<file path="config.mk">
export PLATFORM = sky130hd
export DESIGN_NAME = ldst_lane_aligner
export DESIGN_NICKNAME = d
export VERILOG_FILES = /design/src/rtl/ldst_align_pkg.sv /design/src/rtl/ldst_store_lanes.sv /design/src/rtl/ldst_load_align.sv /design/src/rtl/ldst_seq_ctrl.sv /design/src/rtl/ldst_lane_aligner.sv
export SDC_FILE = /design/constraint.sdc
export NUM_CORES = 1
export LEC_CHECK = 0
export BUFFER_PORTS_ARGS = -buffer_cell sky130_fd_sc_hd__buf_4
export CAP_MARGIN = 20
export CORE_MARGIN = 10
export CORE_UTILIZATION = 50
export DETAILED_ROUTE_END_ITERATION = 8
export PLACE_DENSITY = 0.82
export SLEW_MARGIN = 20
export SYNTH_ARGS = -nofsm -noshare
export SYNTH_HDL_FRONTEND = slang
export SYNTH_HIERARCHICAL = 1
export SYNTH_SLANG_ARGS = --single-unit
</file>
<file path="constraint.sdc">
create_clock -name clk_i -period 3.1 [get_ports clk_i]
set_input_delay 0.465 -clock clk_i [delete_from_list [all_inputs] [get_ports clk_i]]
set_output_delay 0.465 -clock clk_i [all_outputs]
set_load 0.02 [all_outputs]
</file>
<file path="src/rtl/ldst_align_pkg.sv">
package ldst_align_pkg;
  typedef enum logic [1:0] {
    SZ_BYTE = 2'd0,
    SZ_HALF = 2'd1,
    SZ_WORD = 2'd2,
    SZ_WRD2 = 2'd3
  } acc_size_e;

  typedef enum logic [1:0] {
    ST_WAIT = 2'd0,
    ST_BUS  = 2'd1,
    ST_IDLE = 2'd2,
    ST_RESP = 2'd3
  } seq_state_e;
endpackage

</file>
<file path="src/rtl/ldst_store_lanes.sv">
module ldst_store_lanes
  import ldst_align_pkg::*;
#(
  parameter int DW = 32
) (
  input  logic [1:0]    size_i,
  input  logic [DW-1:0] data_i,
  output logic [DW-1:0] data_o
);
  localparam int NL = DW / 8;

  for (genvar i = 0; i < NL; i++) begin : g_lane
    always_comb begin
      unique case (acc_size_e'(size_i))
        SZ_BYTE: data_o[8*i +: 8] = data_i[7:0];
        SZ_HALF: data_o[8*i +: 8] = data_i[8*(i%2) +: 8];
        default: data_o[8*i +: 8] = data_i[8*i +: 8];
      endcase
    end
  end
endmodule

</file>
<file path="src/rtl/ldst_load_align.sv">
module ldst_load_align
  import ldst_align_pkg::*;
#(
  parameter int DW = 32,
  localparam int NL = DW / 8,
  localparam int OW = $clog2(NL)
) (
  input  logic [DW-1:0] raw_i,
  input  logic [OW-1:0] off_i,
  input  logic [1:0]    size_i,
  input  logic          signed_i,
  output logic [DW-1:0] data_o
);
  logic [DW-1:0] rep;
  logic [DW-1:0] rot;

  // narrow data copied across lanes before rotation
  ldst_store_lanes #(.DW(DW)) u_rep (
    .size_i (size_i),
    .data_i (raw_i),
    .data_o (rep)
  );

  always_comb begin
    for (int i = 0; i < NL; i++) begin
      logic [OW-1:0] src;
      src = off_i + OW'(i);
      rot[8*i +: 8] = rep[8*src +: 8];
    end
  end

  always_comb begin
    unique case (acc_size_e'(size_i))
      SZ_BYTE: data_o = {{(DW-8){signed_i & rot[7]}}, rot[7:0]};
      SZ_HALF: data_o = {{(DW-16){signed_i & rot[15]}}, rot[15:0]};
      default: data_o = rot;
    endcase
  end
endmodule

</file>
<file path="src/rtl/ldst_seq_ctrl.sv">
module ldst_seq_ctrl
  import ldst_align_pkg::*;
#(
  parameter int DW = 32,
  parameter int AW = 32
) (
  input  logic          clk_i,
  input  logic          rst_ni,
  input  logic          req_valid_i,
  output logic          req_ready_o,
  input  logic          req_write_i,
  input  logic [1:0]    req_size_i,
  input  logic          req_signed_i,
  input  logic [AW-1:0] req_addr_i,
  input  logic [DW-1:0] req_wdata_i,
  input  logic [AW-1:0] pc_i,
  output logic          rsp_valid_o,
  input  logic          rsp_ready_i,
  output logic [DW-1:0] rsp_rdata_o,
  output logic          seq_o,
  output logic          bus_req_o,
  output logic          bus_we_o,
  output logic [AW-1:0] bus_addr_o,
  output logic [1:0]    bus_size_o,
  output logic          bus_seq_o,
  output logic [DW-1:0] wdata_o,
  output logic          signed_o,
  input  logic          bus_ack_i,
  input  logic [DW-1:0] aligned_i,
  output logic          bus_idle_o,
  output logic [AW-1:0] idle_addr_o
);
  seq_state_e    state_q, state_d;
  logic [AW-1:0] addr_q, pc_q;
  logic [DW-1:0] wdata_q, rdata_q;
  logic [1:0]    size_q;
  logic          we_q, sgn_q, seq_q;
  logic          accept, done;

  assign accept = (state_q == ST_WAIT) && req_valid_i;
  assign done   = (state_q == ST_BUS) && bus_ack_i;

  always_comb begin
    state_d = state_q;
    unique case (state_q)
      ST_WAIT: if (req_valid_i) state_d = ST_BUS;
      ST_BUS:  if (bus_ack_i)   state_d = we_q ? ST_RESP : ST_IDLE;
      ST_IDLE: state_d = ST_RESP;
      ST_RESP: if (rsp_ready_i) state_d = ST_WAIT;
      default: state_d = ST_WAIT;
    endcase
  end

  always_ff @(posedge clk_i or negedge rst_ni) begin
    if (!rst_ni) begin
      state_q <= ST_WAIT;
      addr_q  <= '0;
      pc_q    <= '0;
      wdata_q <= '0;
      rdata_q <= '0;
      size_q  <= '0;
      we_q    <= 1'b0;
      sgn_q   <= 1'b0;
      seq_q   <= 1'b0;
    end else begin
      state_q <= state_d;
      if (accept) begin
        addr_q  <= req_addr_i;
        pc_q    <= pc_i;
        wdata_q <= req_wdata_i;
        size_q  <= req_size_i;
        we_q    <= req_write_i;
        sgn_q   <= req_signed_i;
        seq_q   <= 1'b0;
      end
      if (done) begin
        // a load leaves the indicator sequential, a store clears it again
        seq_q <= !we_q;
        if (!we_q) rdata_q <= aligned_i;
      end
    end
  end

  assign req_ready_o = (state_q == ST_WAIT);
  assign rsp_valid_o = (state_q == ST_RESP);
  assign rsp_rdata_o = rdata_q;
  assign seq_o       = seq_q;
  assign bus_req_o   = (state_q == ST_BUS);
  assign bus_we_o    = we_q;
  assign bus_addr_o  = addr_q;
  assign bus_size_o  = size_q;
  assign bus_seq_o   = seq_q;
  assign wdata_o     = wdata_q;
  assign signed_o    = sgn_q;
  assign bus_idle_o  = (state_q == ST_IDLE);
  assign idle_addr_o = pc_q;

  AST_BUS_NONSEQ: assert property (@(posedge clk_i) disable iff (!rst_ni)
    bus_req_o |-> !bus_seq_o);
  AST_STORE_CLEARS_SEQ: assert property (@(posedge clk_i) disable iff (!rst_ni)
    (bus_req_o && bus_ack_i && bus_we_o) |=> !seq_o);
  AST_IDLE_AFTER_LOAD: assert property (@(posedge clk_i) disable iff (!rst_ni)
    (bus_req_o && bus_ack_i && !bus_we_o) |=> bus_idle_o);
  AST_STORE_NO_IDLE: assert property (@(posedge clk_i) disable iff (!rst_ni)
    (bus_req_o && bus_ack_i && bus_we_o) |=> (!bus_idle_o && rsp_valid_o));
  AST_IDLE_SINGLE: assert property (@(posedge clk_i) disable iff (!rst_ni)
    bus_idle_o |=> (!bus_idle_o && rsp_valid_o));
  AST_RSP_HOLD: assert property (@(posedge clk_i) disable iff (!rst_ni)
    (rsp_valid_o && !rsp_ready_i) |=> (rsp_valid_o && $stable(rsp_rdata_o)));
  AST_BUSY_NOT_READY: assert property (@(posedge clk_i) disable iff (!rst_ni)
    (bus_req_o || bus_idle_o || rsp_valid_o) |-> !req_ready_o);
endmodule

</file>
<file path="src/rtl/ldst_lane_aligner.sv">
module ldst_lane_aligner
  import ldst_align_pkg::*;
#(
  parameter int DW = 32,
  parameter int AW = 32
) (
  input  logic          clk_i,
  input  logic          rst_ni,
  input  logic          req_valid_i,
  output logic          req_ready_o,
  input  logic          req_write_i,
  input  logic [1:0]    req_size_i,
  input  logic          req_signed_i,
  input  logic [AW-1:0] req_addr_i,
  input  logic [DW-1:0] req_wdata_i,
  input  logic [AW-1:0] pc_i,
  output logic          rsp_valid_o,
  input  logic          rsp_ready_i,
  output logic [DW-1:0] rsp_rdata_o,
  output logic          seq_o,
  output logic          bus_req_o,
  output logic          bus_we_o,
  output logic [AW-1:0] bus_addr_o,
  output logic [1:0]    bus_size_o,
  output logic          bus_seq_o,
  output logic [DW-1:0] bus_wdata_o,
  input  logic          bus_ack_i,
  input  logic [DW-1:0] bus_rdata_i,
  output logic          bus_idle_o,
  output logic [AW-1:0] idle_addr_o
);
  localparam int NL = DW / 8;
  localparam int OW = $clog2(NL);

  logic [DW-1:0] wdata_raw, aligned;
  logic          sgn;

  ldst_seq_ctrl #(.DW(DW), .AW(AW)) u_ctrl (
    .clk_i        (clk_i),
    .rst_ni       (rst_ni),
    .req_valid_i  (req_valid_i),
    .req_ready_o  (req_ready_o),
    .req_write_i  (req_write_i),
    .req_size_i   (req_size_i),
    .req_signed_i (req_signed_i),
    .req_addr_i   (req_addr_i),
    .req_wdata_i  (req_wdata_i),
    .pc_i         (pc_i),
    .rsp_valid_o  (rsp_valid_o),
    .rsp_ready_i  (rsp_ready_i),
    .rsp_rdata_o  (rsp_rdata_o),
    .seq_o        (seq_o),
    .bus_req_o    (bus_req_o),
    .bus_we_o     (bus_we_o),
    .bus_addr_o   (bus_addr_o),
    .bus_size_o   (bus_size_o),
    .bus_seq_o    (bus_seq_o),
    .wdata_o      (wdata_raw),
    .signed_o     (sgn),
    .bus_ack_i    (bus_ack_i),
    .aligned_i    (aligned),
    .bus_idle_o   (bus_idle_o),
    .idle_addr_o  (idle_addr_o)
  );

  ldst_store_lanes #(.DW(DW)) u_store (
    .size_i (bus_size_o),
    .data_i (wdata_raw),
    .data_o (bus_wdata_o)
  );

  ldst_load_align #(.DW(DW)) u_load (
    .raw_i    (bus_rdata_i),
    .off_i    (bus_addr_o[OW-1:0]),
    .size_i   (bus_size_o),
    .signed_i (sgn),
    .data_o   (aligned)
  );
endmodule

</file>
==> flow_summary.yaml, run 1 <==
outcome:
  outcome: "completed"
detailed_routing:
  wl_met1_um: 8020
  finalWirelength_um: 21600
  drc_errors: 0
  via_per_inst: 5.44
  firstDrtPassIters: 4
  drt_iter0_markers: 332
  routed-wl-met3_um: 2010
  ant_nets: 0
  wl_per_cell_um: 22.3
  routed.top_layer: "met4"
  vias: 5263
  wl_met2_um: 11300
floorplan:
  initial_core_util_pct: 51.6
  die_area_um2: 19700
  die_width_um: 140
  num_io_pins: 274
  core_area_um2: 14000
  chipHeight_um: 140
  rows: 43
worst_setup_path:
  path_max_fanout: 16
  arrival_ns: 3.02
  start_kind: "register"
  endpoint_kind: "register"
  required_ns: 3.39
  crit_type: "reg2reg"
yosys:
  ys_types: 31
  syn_nets: 668
  synth_seq_area_share_pct: 46.6
  syn_area_um2: 7250
  synthFlopType: "dfrtp_1"
  yosysMostFrequentCell: "mux2_2"
  ys.warnings.count: 6
  yosysTopAreaCellShare_pct: 46.6
  ys_ff_latch: 135
  synth_cells: 526
  synth.top_cells.by_area: "dfrtp_1 47%, mux2_2 21%, mux2_4 7.7%"
  synthArstFlopShare_pct: 100
  synth_edf_count: 0
  synth_area_per_cell_um2: 13.8
  synth_common_cells: "138 x mux2_2, 135 x dfrtp_1, 37 x mux2_4, 33 x nand2_1, 30 x o21ai_0"
  yosys.area.top_type: "dfrtp_1"
global_routing:
  grt_overflow: 0
  grt_pass1_wl_um: 33200
  grt_util_all_layers_pct: 21.3
  grt_max_degree: 98
  grt_pass1_vias: 5756
  antenna_found_initial: 0
timing:
  tns_ns: 0
  max_slew_margin_pct: 57.0
  rsz0062_at_grt: "false"
  setup_viol: 0
  hold_viol: 0
  fin_crit_sh_pct: 88.0
  fmax_mhz: 366
  holdWs_ns: 0.0328
  period_minus_slack_ns: 2.73
  drv_slew: 0
  worstMarginPinSlew_ns: 0.645
  skew_ns: 0.0102
clock_network:
  root_buffer: "clkbuf_16"
  clk_pin_slew_ns: 0.06
  post_cts_buffers: 0
  clk_latency_ns: 0.42
  numClockSinks: 135
  cts-resized-gates: 0
  hold_buffers: 0
  cts_buffer_depth: 2
  h-tree-depth: 4
  cts_buffers: 17
  cts_tree: "yes"
cells_and_area:
  area_growth_pct: 35.9
  register_area_um2: 3380
  drive_above_1_share_pct: 65.2
  multi_input_area_um2: 3450
  stdcell_area_um2: 9850
  utilization_pct: 70.1
  fin_nets: 918
  fillers: 978
  antenna_cells: 0
placement:
  dpl-instance-area_um2: 9210
  io_buffers: 273
  place_congestion: 0.965
  hpwl_um: 16500
pwr:
  power.density_nw_per_um2: 1260
  p_leak_nw: 4.77
  peakVddDrop_mv: 0.824
  total_power_mw: 12.4
flow_run:
  drv_cap: 0
hold_path:
  hold_class: "in2async"
-- layout make-up --
cell class / instances / area share, %
clock buffers: 19 / 4.60
clock inverters: 12 / 1.91
inverters: 4 / 0.152
multi-input cells: 335 / 35.0
flip-flops and latches: 135 / 34.3
well taps: 180 / 2.29
repair buffers: 283 / 21.7
-- metal layers --
metal | global-route usage [%] | up-vias
li1 | - | 2390
met1 | 23.0 | 2636
met2 | 37.1 | 219
met3 | 8.86 | 18
met4 | 6.63 | 0
met5 | 0 | -
-- placed cells by master, fill, tap and decap left out, drive strengths merged, types with 2 or more instances in the layout --
cell type	n
clkinv	2
mux2	175
nor2	16
o21ai	32
ha	5
clkbuf	19
nand2b	3
buf	283
a21oi	4
a211oi	4
nor2b	2
dfrtp	135
clkinvlp	2
mux4	18
bufinv	4
nand3	2
nand2	33
inv	8
mux2i	25
and2	4
o32ai	8
-- worst max-delay path: stages (launching register included) --
cell and delay [ns]:
dfrtp_2 0.50, nor2_8 0.24, mux2_2 0.41, mux4_2 0.50, mux2i_4 0.46, o21ai_0 0.20, mux2_4 0.30
-- power breakdown --
group	total [mW]	leakage, nW	internal [mW]	switching (mW)
combinational	6.91	2.84	3.42	3.49
sequential	3.35	1.62	2.65	0.695
clock	2.18	0.307	1.40	0.783
-- path summary, 6_finish.rpt --
check / startpoint / end / slack, ns / cells past startpoint
max reg2reg: u_ctrl/bus_size_o[1] / u_ctrl/rsp_rdata_o[19] / 0.37 / 6
min in group clk_i: pc_i[8] / u_ctrl/idle_addr_o[8] / 0.28 / 2
max in group asynchronous: rst_ni / u_ctrl/bus_size_o[1] / 2.22 / 2
max: u_ctrl/bus_size_o[1] / u_ctrl/rsp_rdata_o[19] / 0.37 / 6
min reg2reg: u_ctrl/bus_addr_o[17] / u_ctrl/bus_addr_o[17] / 0.51 / 1
min: rst_ni / u_ctrl/rsp_rdata_o[5] / 0.03 / 1
-- cell families after synthesis --
group	synth area share [%]
mux	38.3
flops	46.6
simple gates	4.14
buf+inv	5.92
compound gates	4.11
fa+ha+maj	0.863
-- state kept, by name, summed over array words and instances, names as in the netlist --
register            cells
u_ctrl/bus_addr_o      32
u_ctrl/idle_addr_o     32
u_ctrl/rsp_rdata_o     32
u_ctrl/wdata_o         32
u_ctrl/bus_size_o       2
u_ctrl/state_q          2
u_ctrl/bus_seq_o        1
u_ctrl/bus_we_o         1
u_ctrl/signed_o         1
-- per-stage QoR --
step	worst slack [ns]	cells
global placement	0.565	937
global route	0.321	968
finish	0.371	968
floorplan	0.538	526
detailed placement	0.496	937
CTS	0.438	968
Note: power is estimated with default switching activity, not from simulation.
==> run 2: changes to the inputs <==
--- a/config.mk
+++ b/config.mk
@@ -8,9 +8,9 @@
 export BUFFER_PORTS_ARGS = -buffer_cell sky130_fd_sc_hd__buf_4
 export CAP_MARGIN = 20
 export CORE_MARGIN = 10
-export CORE_UTILIZATION = 50
+export CORE_UTILIZATION = 54
 export DETAILED_ROUTE_END_ITERATION = 8
-export PLACE_DENSITY = 0.82
+export PLACE_DENSITY = 0.88
 export SLEW_MARGIN = 20
 export SYNTH_ARGS = -nofsm -noshare
 export SYNTH_HDL_FRONTEND = slang
==> constraint.sdc (replaced) <==
create_clock -name clk_i -period 3.3 [get_ports clk_i]
set_input_delay 0.495 -clock clk_i [delete_from_list [all_inputs] [get_ports clk_i]]
set_output_delay 0.495 -clock clk_i [all_outputs]
set_load 0.02 [all_outputs]
==> flow_summary.yaml, run 2 (synthesis gave the netlist of run 1 again) <==
placement:
  place_congestion: 0.970
  dpl-instance-area_um2: 9220
  dp.cells: 935
  io_buffers: 273
  hpwl_um: 17200
  pre_cts_ws_ns: 0.666
pwr:
  power_frac_clock_pct: 16.2
  combPwrFrac_pct: 56.7
  p_sw_mw: 4.81
  p_leak_nw: 4.74
  peakVddDrop_mv: 0.733
  power.internal_mw: 6.86
  power.density_nw_per_um2: 1190
  p_sw_share_pct: 41.2
  total_power_mw: 11.7
  power_frac_seq_pct: 27.0
cells_and_area:
  fin_nets: 920
  finalNonFillerCells: 967
  final_common_cell: "buf_4"
  final_cell_mix: "283 x buf_4, 138 x mux2_2, 134 x dfrtp_1, 37 x mux2_4, 32 x nand2_1"
  antenna_cells: 0
  drive_above_1_share_pct: 65.2
  area_growth_pct: 35.3
  stdcell_area_um2: 9800
hold_path:
  hold_class: "in2async"
timing:
  hold_viol: 0
  tns_ns: 0
  period_minus_slack_ns: 2.67
  skew_ns: 0.00678
  setup_ws_ns: 0.633
  setup_viol: 0
  fmax_mhz: 375
  rsz0062_at_grt: "false"
  worstMarginPinSlew_ns: 0.918
  max_slew_margin_pct: 38.8
  drv_slew: 0
  fin_crit_sh_pct: 80.8
worst_setup_path:
  endpoint_kind: "register"
  cpPeakStageDelay_ns: 0.49
  cp_slowest_cell: "dfrtp_2"
  start_kind: "register"
  cp_cell_sequence: "nor2_8 > mux2_2 > mux4_2 > mux2i_4 > o32ai_1 > mux2_4"
  path_max_fanout: 16
  crit_type: "reg2reg"
  required_ns: 3.60
  arrival_ns: 2.97
floorplan:
  die_width_um: 136
  core_area_um2: 13200
  chipHeight_um: 136
  rows: 42
  num_io_pins: 274
  initial_core_util_pct: 54.9
  die_area_um2: 18500
detailed_routing:
  via_per_inst: 5.60
  finalWirelength_um: 22800
  vias: 5416
  ant_nets: 0
  wl_per_cell_um: 23.6
  firstDrtPassIters: 5
  drt_iter0_markers: 385
  drc_errors: 0
clock_network:
  root_buffer: "clkbuf_16"
  h-tree-depth: 4
  cts-resized-gates: 0
  post_cts_buffers: 0
  cts_tree: "yes"
  clk_latency_ns: 0.42
  numClockSinks: 135
  cts_buffer_depth: 2
  cts_buffers: 17
  clk_pin_slew_ns: 0.06
  hold_buffers: 0
flow_run:
  drv_cap: 0
global_routing:
  antenna_found_initial: 0
  grt_pass1_vias: 6046
  grt_overflow: 0
  grt_pass1_wl_um: 34700
  grt_max_degree: 75
  grt_util_all_layers_pct: 24.3
outcome:
  outcome: "completed"
==> run 2: changes by cell type in the layout (fill, tap and decap cells not counted) <==
cell,delta
buf_4,+2
bufinv_16,-2
clkinv_2,+2
clkinvlp_4,+2
clkbuf_1,+1
clkbuf_8,-1
inv_6,-1
==> run 2: path summary, 6_finish.rpt <==
check | start | endpoint | slack (ns) | depth (start not counted)
setup reg to reg | u_ctrl/bus_size_o[1] | u_ctrl/rsp_rdata_o[22] | 0.63 | 6
min in group clk_i | pc_i[31] | u_ctrl/idle_addr_o[31] | 0.30 | 2
max in group asynchronous | rst_ni | u_ctrl/idle_addr_o[0] | 2.43 | 2
hold / removal | rst_ni | u_ctrl/rsp_rdata_o[5] | 0.1 | 1
hold reg to reg | u_ctrl/wdata_o[17] | u_ctrl/wdata_o[17] | 0.51 | 1
setup / recovery | u_ctrl/bus_size_o[1] | u_ctrl/rsp_rdata_o[22] | 0.63 | 6
==> run 2: area by class of cell <==
class	count	area [um^2]
sequential	135	3380
clock inverter	13	144
inverter	4	15.0
timing repair buffer	285	2160
tap	176	220
fill	871	3390
clock buffer	19	443
multi-input combinational	335	3450
==> run 2: critical path, delay by kind of cell, from the launching register on <==
kind             cells  cell delay (ns)
multiplexers         4             1.65
flip-flops           1             0.49
AO/OA/AOI/OAI        1             0.17
AND/OR/NAND/NOR      1             0.22
==> run 2: power groups by stage <==
stage / logic, mW / clock network (mW) / registers [mW]
after detailed placement: 6.62 / 0 / 3.14
final: 6.62 / 1.89 / 3.15
after CTS: 6.67 / 1.91 / 3.15
after floorplan: 3.74 / 0 / 3.70
after global routing: 7.02 / 1.98 / 3.25
after global placement: 6.45 / 0 / 3.07
==> run 2: through the flow <==
stage	hold slack (ns)	util [%]
3_5_place_dp	0.493	69.9
4_1_cts	0.128	74.3
2_1_floorplan	0.199	-
3_3_place_gp	0.484	69.9
6_report	0.0979	74.3
5_1_grt	0.142	74.3
==> run 2: routing by layer <==
metal	vias to the layer above	share of wire, %	track usage, %	routed length (um)
met3	28	10	10.6	2280
li1	2394	-	-	-
met1	2738	35	25.7	7930
met5	-	0	0	0
met4	0	2.0	7.30	461
met2	256	53	42.7	12200
==> run 3: changes to the inputs <==
--- a/config.mk
+++ b/config.mk
@@ -8,9 +8,9 @@
 export BUFFER_PORTS_ARGS = -buffer_cell sky130_fd_sc_hd__buf_4
 export CAP_MARGIN = 20
 export CORE_MARGIN = 10
-export CORE_UTILIZATION = 54
+export CORE_UTILIZATION = 50
 export DETAILED_ROUTE_END_ITERATION = 8
-export PLACE_DENSITY = 0.88
+export PLACE_DENSITY = 0.82
 export SLEW_MARGIN = 20
 export SYNTH_ARGS = -nofsm -noshare
 export SYNTH_HDL_FRONTEND = slang
==> constraint.sdc (replaced) <==
create_clock -name clk_i -period 2.7 [get_ports clk_i]
set_input_delay 0.405 -clock clk_i [delete_from_list [all_inputs] [get_ports clk_i]]
set_output_delay 0.405 -clock clk_i [all_outputs]
set_load 0.02 [all_outputs]
==> flow_summary.yaml, run 3 (synthesis gave the netlist of run 1 again) <==
outcome:
  outcome: "completed"
global_routing:
  grt_max_degree: 80
  grt_pass1_wl_um: 33700
  grt_util_all_layers_pct: 21.7
  grt_pass1_vias: 5866
  grt_overflow: 0
  antenna_found_initial: 0
worst_setup_path:
  cp_cell_sequence: "buf_4 > mux2i_1 > o21ai_0 > mux4_2 > o21ai_0 > nand2_1 > mux2_4"
  crit_start: "u_ctrl/bus_size_o[0]"
  r2r_slack_ns: 0.17
  cpMostUsedCell: "o21ai_0"
  endpoint_kind: "register"
  start_kind: "register"
  cp_slowest_cell: "dfrtp_1"
  path_max_fanout: 23
  arrival_ns: 2.84
  rr_endpoint: "u_ctrl/rsp_rdata_o[9]"
  crit_type: "reg2reg"
  critPathCapture: "u_ctrl/rsp_rdata_o[9]"
  r2r_start: "u_ctrl/bus_size_o[0]"
  cpPeakStageDelay_ns: 0.55
  required_ns: 3.01
  reg2reg_depth: 7
detailed_routing:
  firstDrtPassIters: 5
  finalWirelength_um: 22000
  drt_iter0_markers: 346
  drc_errors: 0
  wl_per_cell_um: 22.6
  vias: 5447
  ant_nets: 0
  via_per_inst: 5.60
clock_network:
  hold_buffers: 0
  clk_latency_ns: 0.43
  h-tree-depth: 4
  numClockSinks: 135
  root_buffer: "clkbuf_16"
  cts_buffer_depth: 2
  post_cts_buffers: 0
  cts_tree: "yes"
  cts-resized-gates: 0
  cts_buffers: 17
  clk_pin_slew_ns: 0.06
floorplan:
  initial_core_util_pct: 51.6
  num_io_pins: 274
  die_area_um2: 19700
  rows: 43
  chipHeight_um: 140
  core_area_um2: 14000
  die_width_um: 140
placement:
  place_congestion: 0.919
  io_buffers: 273
  dp.cells: 940
  dpl-instance-area_um2: 9270
  hpwl_um: 16800
cells_and_area:
  fillers: 941
  stdcell_area_um2: 9910
  area_growth_pct: 36.7
  drive_above_1_share_pct: 65.4
  antenna_cells: 0
  final_cell_mix: "281 x buf_4, 138 x mux2_2, 134 x dfrtp_1, 37 x mux2_4, 32 x nand2_1"
  fin_nets: 922
  final_common_cell: "buf_4"
  finalNonFillerCells: 973
  utilization_pct: 70.6
timing:
  worstMarginPinSlew_ns: 0.758
  setup_viol: 0
  skew_ns: 0.00553
  rsz0062_at_grt: "false"
  drv_slew: 0
  fmax_mhz: 395
  tns_ns: 0
  max_slew_margin_pct: 49.4
  fin_crit_sh_pct: 93.7
  period_minus_slack_ns: 2.53
  hold_viol: 0
pwr:
  power.density_nw_per_um2: 1450
  p_leak_nw: 4.81
  combPwrFrac_pct: 56.4
  power.internal_mw: 8.60
  p_sw_share_pct: 40.3
  power_frac_clock_pct: 17.0
  power_frac_seq_pct: 26.6
  p_sw_mw: 5.80
  peakVddDrop_mv: 0.804
hold_path:
  hold_class: "in2async"
flow_run:
  drv_cap: 0
## run 3: changes by cell type in the layout (fill, tap and decap cells not counted), sizes merged
cell	change
bufinv	+1
clkinvlp	-3
inv	+1
clkinv	+1
buf	+2
## run 3: worst min path at each step
| stage | to | slack, ns | cells after the start |
|---|---|---|---|
| 6_report | u_ctrl/rsp_rdata_o[5] | 0.01 | 1 |
| 4_1_cts | u_ctrl/rsp_rdata_o[5] | 0.05 | 1 |
| 5_1_grt | u_ctrl/rsp_rdata_o[5] | 0.06 | 1 |
| 3_5_place_dp | u_ctrl/wdata_o[25] | 0.49 | 1 |
| 2_1_floorplan | u_ctrl/bus_addr_o[0] | 0.11 | 0 |
| 3_3_place_gp | u_ctrl/wdata_o[23] | 0.48 | 1 |
## run 3: critical path, delay by kind of cell, from the launching register on
kind | cells | cell delay, ns
AND/OR/NAND/NOR | 1 | 0.10
AO/OA/AOI/OAI | 2 | 0.31
buffers and inverters | 1 | 0.45
multiplexers | 3 | 1.01
flip-flops | 1 | 0.55
## run 3: through the flow
| stage | hold WS [ns] | power (mW) | worst slack (ns) |
|---|---|---|---|
| 2_1_floorplan | 0.109 | 9.09 | 0.138 |
| 3_3_place_gp | 0.482 | 11.7 | 0.180 |
| 3_5_place_dp | 0.493 | 11.9 | 0.0715 |
| 4_1_cts | 0.0524 | 14.4 | 0.0640 |
| 5_1_grt | 0.0609 | 15.2 | 0.00266 |
| 6_report | 0.0149 | 14.4 | 0.170 |
## run 3: final cells by class
type,instances,area [um^2],area share [%]
Multi-Input combinational cell,335,3450,34.8
Clock buffer,19,453,4.57
Clock inverter,13,168,1.69
Tap cell,180,225,2.27
Timing Repair Buffer,287,2220,22.4
Sequential cell,135,3380,34.1
Inverter,4,15.0,0.152
## run 3: power by group through the flow
stage	Sequential [mW]	Combinational [mW]	Clock [mW]
floorplan	4.52	4.57	0
finish	3.83	8.12	2.45
detailed placement	3.83	8.11	0
CTS	3.83	8.13	2.49
global placement	3.76	7.91	0
global route	3.95	8.63	2.58
## run 3: metal layers
| layer | up-vias | routed length (um) | global-route usage, % |
|---|---|---|---|
| li1 | 2407 | - | - |
| met1 | 2701 | 8070 | 23.7 |
| met2 | 290 | 11100 | 35.6 |
| met3 | 49 | 2170 | 9.60 |
| met4 | 0 | 642 | 9.51 |
| met5 | - | 0 | 0 |
